--- src/rtl/vc_pkg.sv ---
package vc_pkg;
  typedef enum logic [2:0] {
    ST_IDLE,
    ST_FETCH,
    ST_LOOK,
    ST_REQ,
    ST_RSP,
    ST_EMIT
  } vc_state_e;
endpackage

--- src/rtl/vc_index_sel.sv ---
// Forms index-memory addresses and vertex numbers for both draw kinds.
module vc_index_sel #(
  parameter int VW = 16,
  parameter int CW = 16
) (
  input  logic          indexed,
  input  logic          wide,
  input  logic [CW-1:0] rd_pos,
  input  logic [CW-1:0] cur_pos,
  input  logic [VW-1:0] offset,
  input  logic [VW-1:0] rd_data,
  output logic [VW-1:0] rd_addr,
  output logic [VW-1:0] vid
);
  localparam int HW = VW / 2;

  logic [VW-1:0] rd_pos_w;
  logic [VW-1:0] cur_pos_w;
  logic [VW-1:0] narrow_v;

  assign rd_pos_w  = VW'(rd_pos);
  assign cur_pos_w = VW'(cur_pos);
  // 8-bit elements: two per word, even position in the low half
  assign rd_addr   = wide ? rd_pos_w : (rd_pos_w >> 1);
  assign narrow_v  = cur_pos[0] ? {{(VW-HW){1'b0}}, rd_data[VW-1:HW]}
                                : {{(VW-HW){1'b0}}, rd_data[HW-1:0]};

  always_comb begin
    if (!indexed)  vid = cur_pos_w + offset;
    else if (wide) vid = rd_data;
    else           vid = narrow_v;
  end
endmodule

--- src/rtl/vc_tag_store.sv ---
// Fully associative store with parallel compare and circular fill pointer.
module vc_tag_store #(
  parameter int NE = 32,
  parameter int VW = 16,
  parameter int DW = 32
) (
  input  logic          clk,
  input  logic          rst_n,
  input  logic          inval,
  input  logic          lk_en,
  input  logic [VW-1:0] lk_key,
  input  logic          wr_en,
  input  logic [VW-1:0] wr_tag,
  input  logic [DW-1:0] wr_data,
  output logic          lk_hit,
  output logic [DW-1:0] lk_data
);
  localparam int PW = (NE > 1) ? $clog2(NE) : 1;
  localparam logic [PW-1:0] LAST = PW'(NE - 1);

  logic [PW-1:0] ptr_q;
  logic [NE-1:0] match;
  logic [DW-1:0] sel_chain [NE+1];

  assign sel_chain[0] = '0;

  for (genvar g = 0; g < NE; g++) begin : g_ent
    logic [VW-1:0] tag_r;
    logic [DW-1:0] dat_r;
    logic          fill;

    assign fill     = wr_en && (ptr_q == PW'(g));
    assign match[g] = lk_en && (tag_r == lk_key);
    // tags are unique, so an OR of the selected entries is the read mux
    assign sel_chain[g+1] = sel_chain[g] | (match[g] ? dat_r : '0);

    always_ff @(posedge clk or negedge rst_n) begin
      if (!rst_n)     tag_r <= '1;
      else if (inval) tag_r <= '1;
      else if (fill)  tag_r <= wr_tag;
    end

    always_ff @(posedge clk or negedge rst_n) begin
      if (!rst_n)    dat_r <= '0;
      else if (fill) dat_r <= wr_data;
    end
  end

  always_ff @(posedge clk or negedge rst_n) begin
    if (!rst_n)      ptr_q <= '0;
    else if (inval)  ptr_q <= '0;
    else if (wr_en)  ptr_q <= (ptr_q == LAST) ? '0 : ptr_q + 1'b1;
  end

  assign lk_hit  = |match;
  assign lk_data = sel_chain[NE];
endmodule

--- src/rtl/vtx_reuse_cache.sv ---
module vtx_reuse_cache
  import vc_pkg::*;
#(
  parameter int VW = 16,
  parameter int DW = 32,
  parameter int CW = 16,
  parameter int NE = 32
) (
  input  logic          clk,
  input  logic          rst_n,
  input  logic          start,
  input  logic          cfg_indexed,
  input  logic          cfg_wide,
  input  logic [CW-1:0] cfg_count,
  input  logic [VW-1:0] cfg_offset,
  output logic          idx_rd_en,
  output logic [VW-1:0] idx_rd_addr,
  input  logic [VW-1:0] idx_rd_data,
  output logic          shd_req_valid,
  input  logic          shd_req_ready,
  output logic [VW-1:0] shd_req_vid,
  input  logic          shd_rsp_valid,
  output logic          shd_rsp_ready,
  input  logic [DW-1:0] shd_rsp_data,
  output logic          out_valid,
  input  logic          out_ready,
  output logic [VW-1:0] out_vid,
  output logic [DW-1:0] out_data,
  output logic          out_hit,
  output logic          done,
  output logic          err
);
  localparam logic [VW-1:0] BAD_VID = '1;

  vc_state_e     state_q;
  logic          mode_idx_q, wide_q, hit_q, illegal_q, done_q, err_q;
  logic [CW-1:0] count_q, pos_q, rd_pos;
  logic [VW-1:0] offset_q, vid_q, vid_c;
  logic [DW-1:0] data_q, lk_data;
  logic          lk_en, lk_hit, wr_en, last_pos, out_fire, illegal_c;

  assign last_pos  = (pos_q == count_q - 1'b1);
  assign out_fire  = (state_q == ST_EMIT) && out_ready;
  assign rd_pos    = (state_q == ST_EMIT) ? pos_q + 1'b1 : pos_q;
  assign illegal_c = mode_idx_q && (vid_c == BAD_VID);
  assign lk_en     = (state_q == ST_LOOK) && mode_idx_q && !illegal_c;
  assign wr_en     = (state_q == ST_RSP) && shd_rsp_valid && mode_idx_q && !illegal_q;
  // next index fetch overlaps the handshake of the current beat
  assign idx_rd_en = mode_idx_q && ((state_q == ST_FETCH) || (out_fire && !last_pos));

  vc_index_sel #(.VW(VW), .CW(CW)) u_isel (
    .indexed (mode_idx_q),
    .wide    (wide_q),
    .rd_pos  (rd_pos),
    .cur_pos (pos_q),
    .offset  (offset_q),
    .rd_data (idx_rd_data),
    .rd_addr (idx_rd_addr),
    .vid     (vid_c)
  );

  vc_tag_store #(.NE(NE), .VW(VW), .DW(DW)) u_store (
    .clk     (clk),
    .rst_n   (rst_n),
    .inval   ((state_q == ST_IDLE) && start),
    .lk_en   (lk_en),
    .lk_key  (vid_c),
    .wr_en   (wr_en),
    .wr_tag  (vid_q),
    .wr_data (shd_rsp_data),
    .lk_hit  (lk_hit),
    .lk_data (lk_data)
  );

  always_ff @(posedge clk or negedge rst_n) begin
    if (!rst_n) begin
      state_q    <= ST_IDLE;
      mode_idx_q <= 1'b0;
      wide_q     <= 1'b0;
      count_q    <= '0;
      offset_q   <= '0;
      pos_q      <= '0;
      vid_q      <= '0;
      data_q     <= '0;
      hit_q      <= 1'b0;
      illegal_q  <= 1'b0;
      done_q     <= 1'b0;
      err_q      <= 1'b0;
    end else begin
      done_q <= 1'b0;
      err_q  <= 1'b0;
      unique case (state_q)
        ST_IDLE: begin
          if (start) begin
            mode_idx_q <= cfg_indexed;
            wide_q     <= cfg_wide;
            count_q    <= cfg_count;
            offset_q   <= cfg_offset;
            pos_q      <= '0;
            if (cfg_count == '0) done_q  <= 1'b1;
            else                 state_q <= ST_FETCH;
          end
        end
        ST_FETCH: state_q <= ST_LOOK;
        ST_LOOK: begin
          vid_q     <= vid_c;
          illegal_q <= illegal_c;
          hit_q     <= lk_hit;
          if (illegal_c) err_q <= 1'b1;
          if (lk_hit) begin
            data_q  <= lk_data;
            state_q <= ST_EMIT;
          end else begin
            state_q <= ST_REQ;
          end
        end
        ST_REQ: if (shd_req_ready) state_q <= ST_RSP;
        ST_RSP: begin
          if (shd_rsp_valid) begin
            data_q  <= shd_rsp_data;
            state_q <= ST_EMIT;
          end
        end
        ST_EMIT: begin
          if (out_ready) begin
            if (last_pos) begin
              done_q  <= 1'b1;
              state_q <= ST_IDLE;
            end else begin
              pos_q   <= pos_q + 1'b1;
              state_q <= ST_LOOK;
            end
          end
        end
        default: state_q <= ST_IDLE;
      endcase
    end
  end

  assign shd_req_valid = (state_q == ST_REQ);
  assign shd_req_vid   = vid_q;
  assign shd_rsp_ready = (state_q == ST_RSP);
  assign out_valid     = (state_q == ST_EMIT);
  assign out_vid       = vid_q;
  assign out_data      = data_q;
  assign out_hit       = hit_q;
  assign done          = done_q;
  assign err           = err_q;
endmodule

--- config.mk ---
export PLATFORM = sky130hd
export DESIGN_NAME = vtx_reuse_cache
export DESIGN_NICKNAME = d
export VERILOG_FILES = /design/src/rtl/vc_pkg.sv /design/src/rtl/vc_index_sel.sv /design/src/rtl/vc_tag_store.sv /design/src/rtl/vtx_reuse_cache.sv
export SDC_FILE = /design/constraint.sdc
export NUM_CORES = 2
export LEC_CHECK = 0
export ABC_CLOCK_PERIOD_IN_PS = 13500
export BUFFER_PORTS_ARGS = -buffer_cell sky130_fd_sc_hd__buf_2
export CORE_MARGIN = 2
export CORE_UTILIZATION = 60
export DETAILED_ROUTE_END_ITERATION = 7
export PLACE_DENSITY = 0.78
export SYNTH_ARGS = -nofsm -noshare
export SYNTH_HDL_FRONTEND = slang
export SYNTH_HIERARCHICAL = 1
export SYNTH_SLANG_ARGS = --single-unit
--- constraint.sdc ---
create_clock -name clk -period 13.5 [get_ports clk]
set_clock_uncertainty 0.2 [all_clocks]
set_input_delay 2.7 -clock clk [delete_from_list [all_inputs] [get_ports clk]]
set_output_delay 2.7 -clock clk [all_outputs]
set_load 0.01 [all_outputs]
==> metrics.md <==
| Metric | Value |
|---|---|
| Status | finished, violations left |
| Violated checks | capacitance limit |
| Slew of the pin with the lowest slew margin | 1480 ps |
| Sequential element share of the synthesized area | 50.2% |
| Pin count of the biggest net entering global routing | 191 |
| Clock transition at path regs | 60 ps |
| Grt ovf | 0 |
| Startpoint class of the critical path | input port |
| Max Cap Viol | 1 |
| Initial core utilization | 60.5% |
| Reg2reg end | out_data[29] |
| Hold Crit Depth | 2 |
| CP max FO | 64 |
| Post-synth ARST share | between 90% and 100% |
| Worst reg2reg path depth | 22 |
| Leakage | 0.0424 uW |
| Overall Global Routing Usage | between 40% and 50% |
| Critical path depth | 18 |
| Net count, final | 8763 |
| F_max | 120 MHz |
| Crit path cell chain | buf_2 -> mux2i_1 -> a21oi_4 -> buf_4 -> nand4_1 -> nor4_1 -> nand4_1 -> and3_1 -> inv_2 -> a2111oi_2 -> buf_4 -> nand3_2 -> nand2_1 -> a2111o_1 -> or4_1 -> a22oi_2 -> buf_4 -> o21ai_0 |
| Layout cells sized above 1 | 19.8% |
| HP Start | u_store/g_ent[12].dat_r[2] |
| Area of the multi-input gates | 38100 um2 |
| CP delay by family, top | simple AND/OR/NAND/NOR gates |
| Final min period | about 8400 ps |
| Post-CTS Setup Repair Bufs | 0 |
| Main flop type after synthesis | dfrtp_1 |
| R2R Path Start | pos_q[0] |
| Longest Clk Path Bufs | 3 |
| Slowest cell on crit path | inv_2 |
| Port bufs | 174 |
| Number of global-route vias before repair | 70500 |
| Min Hold Slack | 268 ps |
| RePlAce Congestion | roughly 0.97 |
| Final hold vios | 0 |
| Largest stage delay, worst path | 750 ps |
| Worst Hold End | u_store/g_ent[12].dat_r[2] |
| Max H-tree Level | 4 |
| I/O Pins | 175 |
| Place WS | 4560 ps |
| Sequential Area | between 40000 and 50000 um2 |
| Synth Cell Area | 83300 um2 |
| Synthesized net count | 9064 |
| Worst VDD drop | 0.000196 V |
| Final ANT Viol Nets | 0 |
| Synthesized flop and latch total | 1646 |
| Worst path required time | 13980 ps |
| Final setup TNS | 0 ps |
| CP most frequent cell | buf_4 |
| CTS sink count | 1646 |
| Layout Cells excl Fill | 10600 |
| CTS buffer count | 172 |
| WL final | roughly 300000 um |
| Final Util | between 60 and 70% |
| Die Area | around 140000 um2 |
| Dpl cells | around 10000 |
| Setup slack, reg-to-reg | between 5000 and 6000 ps |
| Router iterations before antenna repair | 8 |
| Area Growth Syn to Fin | 8.94% |
| Fillers | 10500 |
| Die Ht | 377 um |
| Hold WC Path Type | reg2reg |
| Final Max Tran Viols | 0 |
| Post-cts repair resize count | 0 |
| Setup Viol. Count Final | 0 |
| Post-DP HPWL | 168000 um |
| Clock Latency Late Sink | ~850 ps |
| First-pass GRT wire length | between 400000 and 500000 um |
| Synth Instances | roughly 9000 |
| Post-synth EDFFs | 0 |
| Vias per inst | approximately 6.8 |
| Critical path endpoint category | register |
| Pwr dens | 157 nW/um2 |
| Mean Syn Cell Area | 9.31 um2 |
| Fin crit share | 62.0% |
| Post-CTS Hold Fix Bufs | 0 |
| Arrival time at the worst endpoint | 8840 ps |
| Core Rows | 136 |
| Unique cell type count in the Yosys netlist | 92 |
| Initial antenna violation count | 16 |
| Relative slew slack | 0.860% |
| Die W | 377 um |
| DR iter-0 viols | 10400 |
| Core ar. | around 140000 um2 |
| Root Driver | clkbuf_16 |
| CTS tree | done |
| Number of remaining DRC errors | 0 |
| WL per Instance | 28.1 um |
| Yosys Warn Count | 6 |
| RSZ-0062 raised after global routing | no |
| Final WS setup | 5140 ps |
| Setup CP Type | in2reg |
| Routed vias | 71800 |
| WP buf/inv | 5 |
-- worst reg2reg max path, cell delays in order, from the launching register on --
cell and delay, ps:
dfrtp_1 490, ha_1 270, fa_1 420, a21o_2 260, a221o_1 320, a41oi_1 260, xor2_1 140, o21ai_4 130
buf_4 350, nand4_1 140, nor4_1 190, nand4_1 140, and3_1 610, inv_2 760, a2111oi_2 60, buf_4 220
nand3_2 580, nand2_1 110, a2111o_1 420, or4_1 660, a22oi_2 220, buf_4 650, o21ai_0 280
-- metal layers --
layer	GRT usage [%]	part of all wire [%]	wire length [um]	vias up
li1	-	-	-	29600
met3	15.7	15	43500	1452
met1	52.8	36	107000	35100
met2	60.5	42	126000	5652
met5	1.13	0.13	378	-
met4	24.0	7.0	20800	30
-- layout make-up --
class | count | area share [%]
Antenna cell | 6 | 0.0165
Clock buffer | 246 | 5.48
Clock inverter | 68 | 0.997
Inverter | 86 | 0.364
Multi-Input combinational cell | 6385 | 42.0
Sequential cell | 1646 | 46.1
Tap cell | 1794 | 2.47
Timing Repair Buffer | 359 | 2.60
-- state kept, by name, indices dropped and copies added, names as in the netlist, 3 cells and up --
signal               cells
state_q                  3
count_q                 16
out_data                32
u_store/g_ent.tag_r    512
out_vid                 16
u_store/g_ent.dat_r   1024
u_store/ptr_q            5
offset_q                16
pos_q                   16
-- cells in the final DEF (no fill, tap or decap), types with 33 or more instances in the layout --
cell type	instances
nand2_1	2757
dfrtp_1	1118
nand3_1	587
dfstp_2	512
mux2_2	431
nand4_1	337
nand3b_1	306
xor2_1	294
xnor2_1	232
a211o_1	210
nor2b_1	182
buf_4	178
clkbuf_16	175
buf_2	173
and3_1	121
o21ai_0	89
inv_1	84
nor2_1	69
nor4_1	65
o22ai_1	60
or4_1	58
a311oi_1	54
mux2i_1	45
clkbuf_1	38
and4_1	35
a31oi_1	33
clkbuf_8	33
clkinv_2	33
-- stage by stage --
stage	instance area (um2)	total power, uW
after global placement	84900	9130
after CTS	90700	14100
after global routing	90700	14600
final	90800	14200
after detailed placement	84900	9190
after floorplan	83300	7910
-- synth_stat cells (17+ instances only) --
library cell,count,area share (%)
nor3b_1,17,0.15
xor2_1,294,3.1
o21ai_0,96,0.58
a211o_1,210,2.2
inv_1,85,0.38
o2111ai_1,18,0.19
mux2_2,431,5.8
nor2_1,88,0.40
a31oi_1,33,0.25
buf_6,27,0.36
nor4_1,69,0.52
buf_1,77,0.35
nand2_1,2771,12
xnor2_1,232,2.4
and3_1,121,0.91
nor2b_1,182,1.4
nand3b_1,306,2.8
nand2b_1,20,0.15
nor3_1,53,0.32
dfrtp_1,1134,34
a311oi_1,54,0.57
a21oi_1,23,0.14
and2_1,47,0.35
a32oi_1,21,0.22
ha_1,24,0.36
o211ai_1,22,0.20
nand3_1,591,3.6
o22ai_1,60,0.45
buf_4,45,0.41
nand4_1,337,2.5
buf_2,52,0.31
dfstp_2,512,16
mux2i_1,45,0.54
or4_1,58,0.52
and4_1,35,0.37
clkbuf_1,621,2.8
-- worst max-delay path by stage --
stage              startpoint            to
4_1_cts        idx_rd_data[8]  out_data[29]
5_1_grt        idx_rd_data[8]  out_data[29]
2_1_floorplan  idx_rd_data[2]   out_data[0]
3_3_place_gp   idx_rd_data[8]   out_data[9]
3_5_place_dp   idx_rd_data[8]  out_data[29]
6_report       idx_rd_data[8]  out_data[29]
-- where the power goes --
part | leakage [uW] | switching, uW | internal (uW)
Combinational | 0.0185 | 2640 | 1090
Sequential | 0.0210 | 343 | 5220
Clock | 0.00289 | 2100 | 2850
-- cell families (layout without fill, tap and decap cells) --
family / Yosys count / after routing / share of synthesized area, %
compound gates: 630 / 630 / 5.90
xor+xnor: 527 / 527 / 5.55
fa+ha+maj: 25 / 25 / 0.384
buf+inv: 920 / 759 / 4.87
flops: 1646 / 1646 / 50.2
mux: 476 / 476 / 6.37
other cells: 0 / 6 / 0
simple gates: 4727 / 4727 / 26.7
Power figures use the tool's default switching activity.
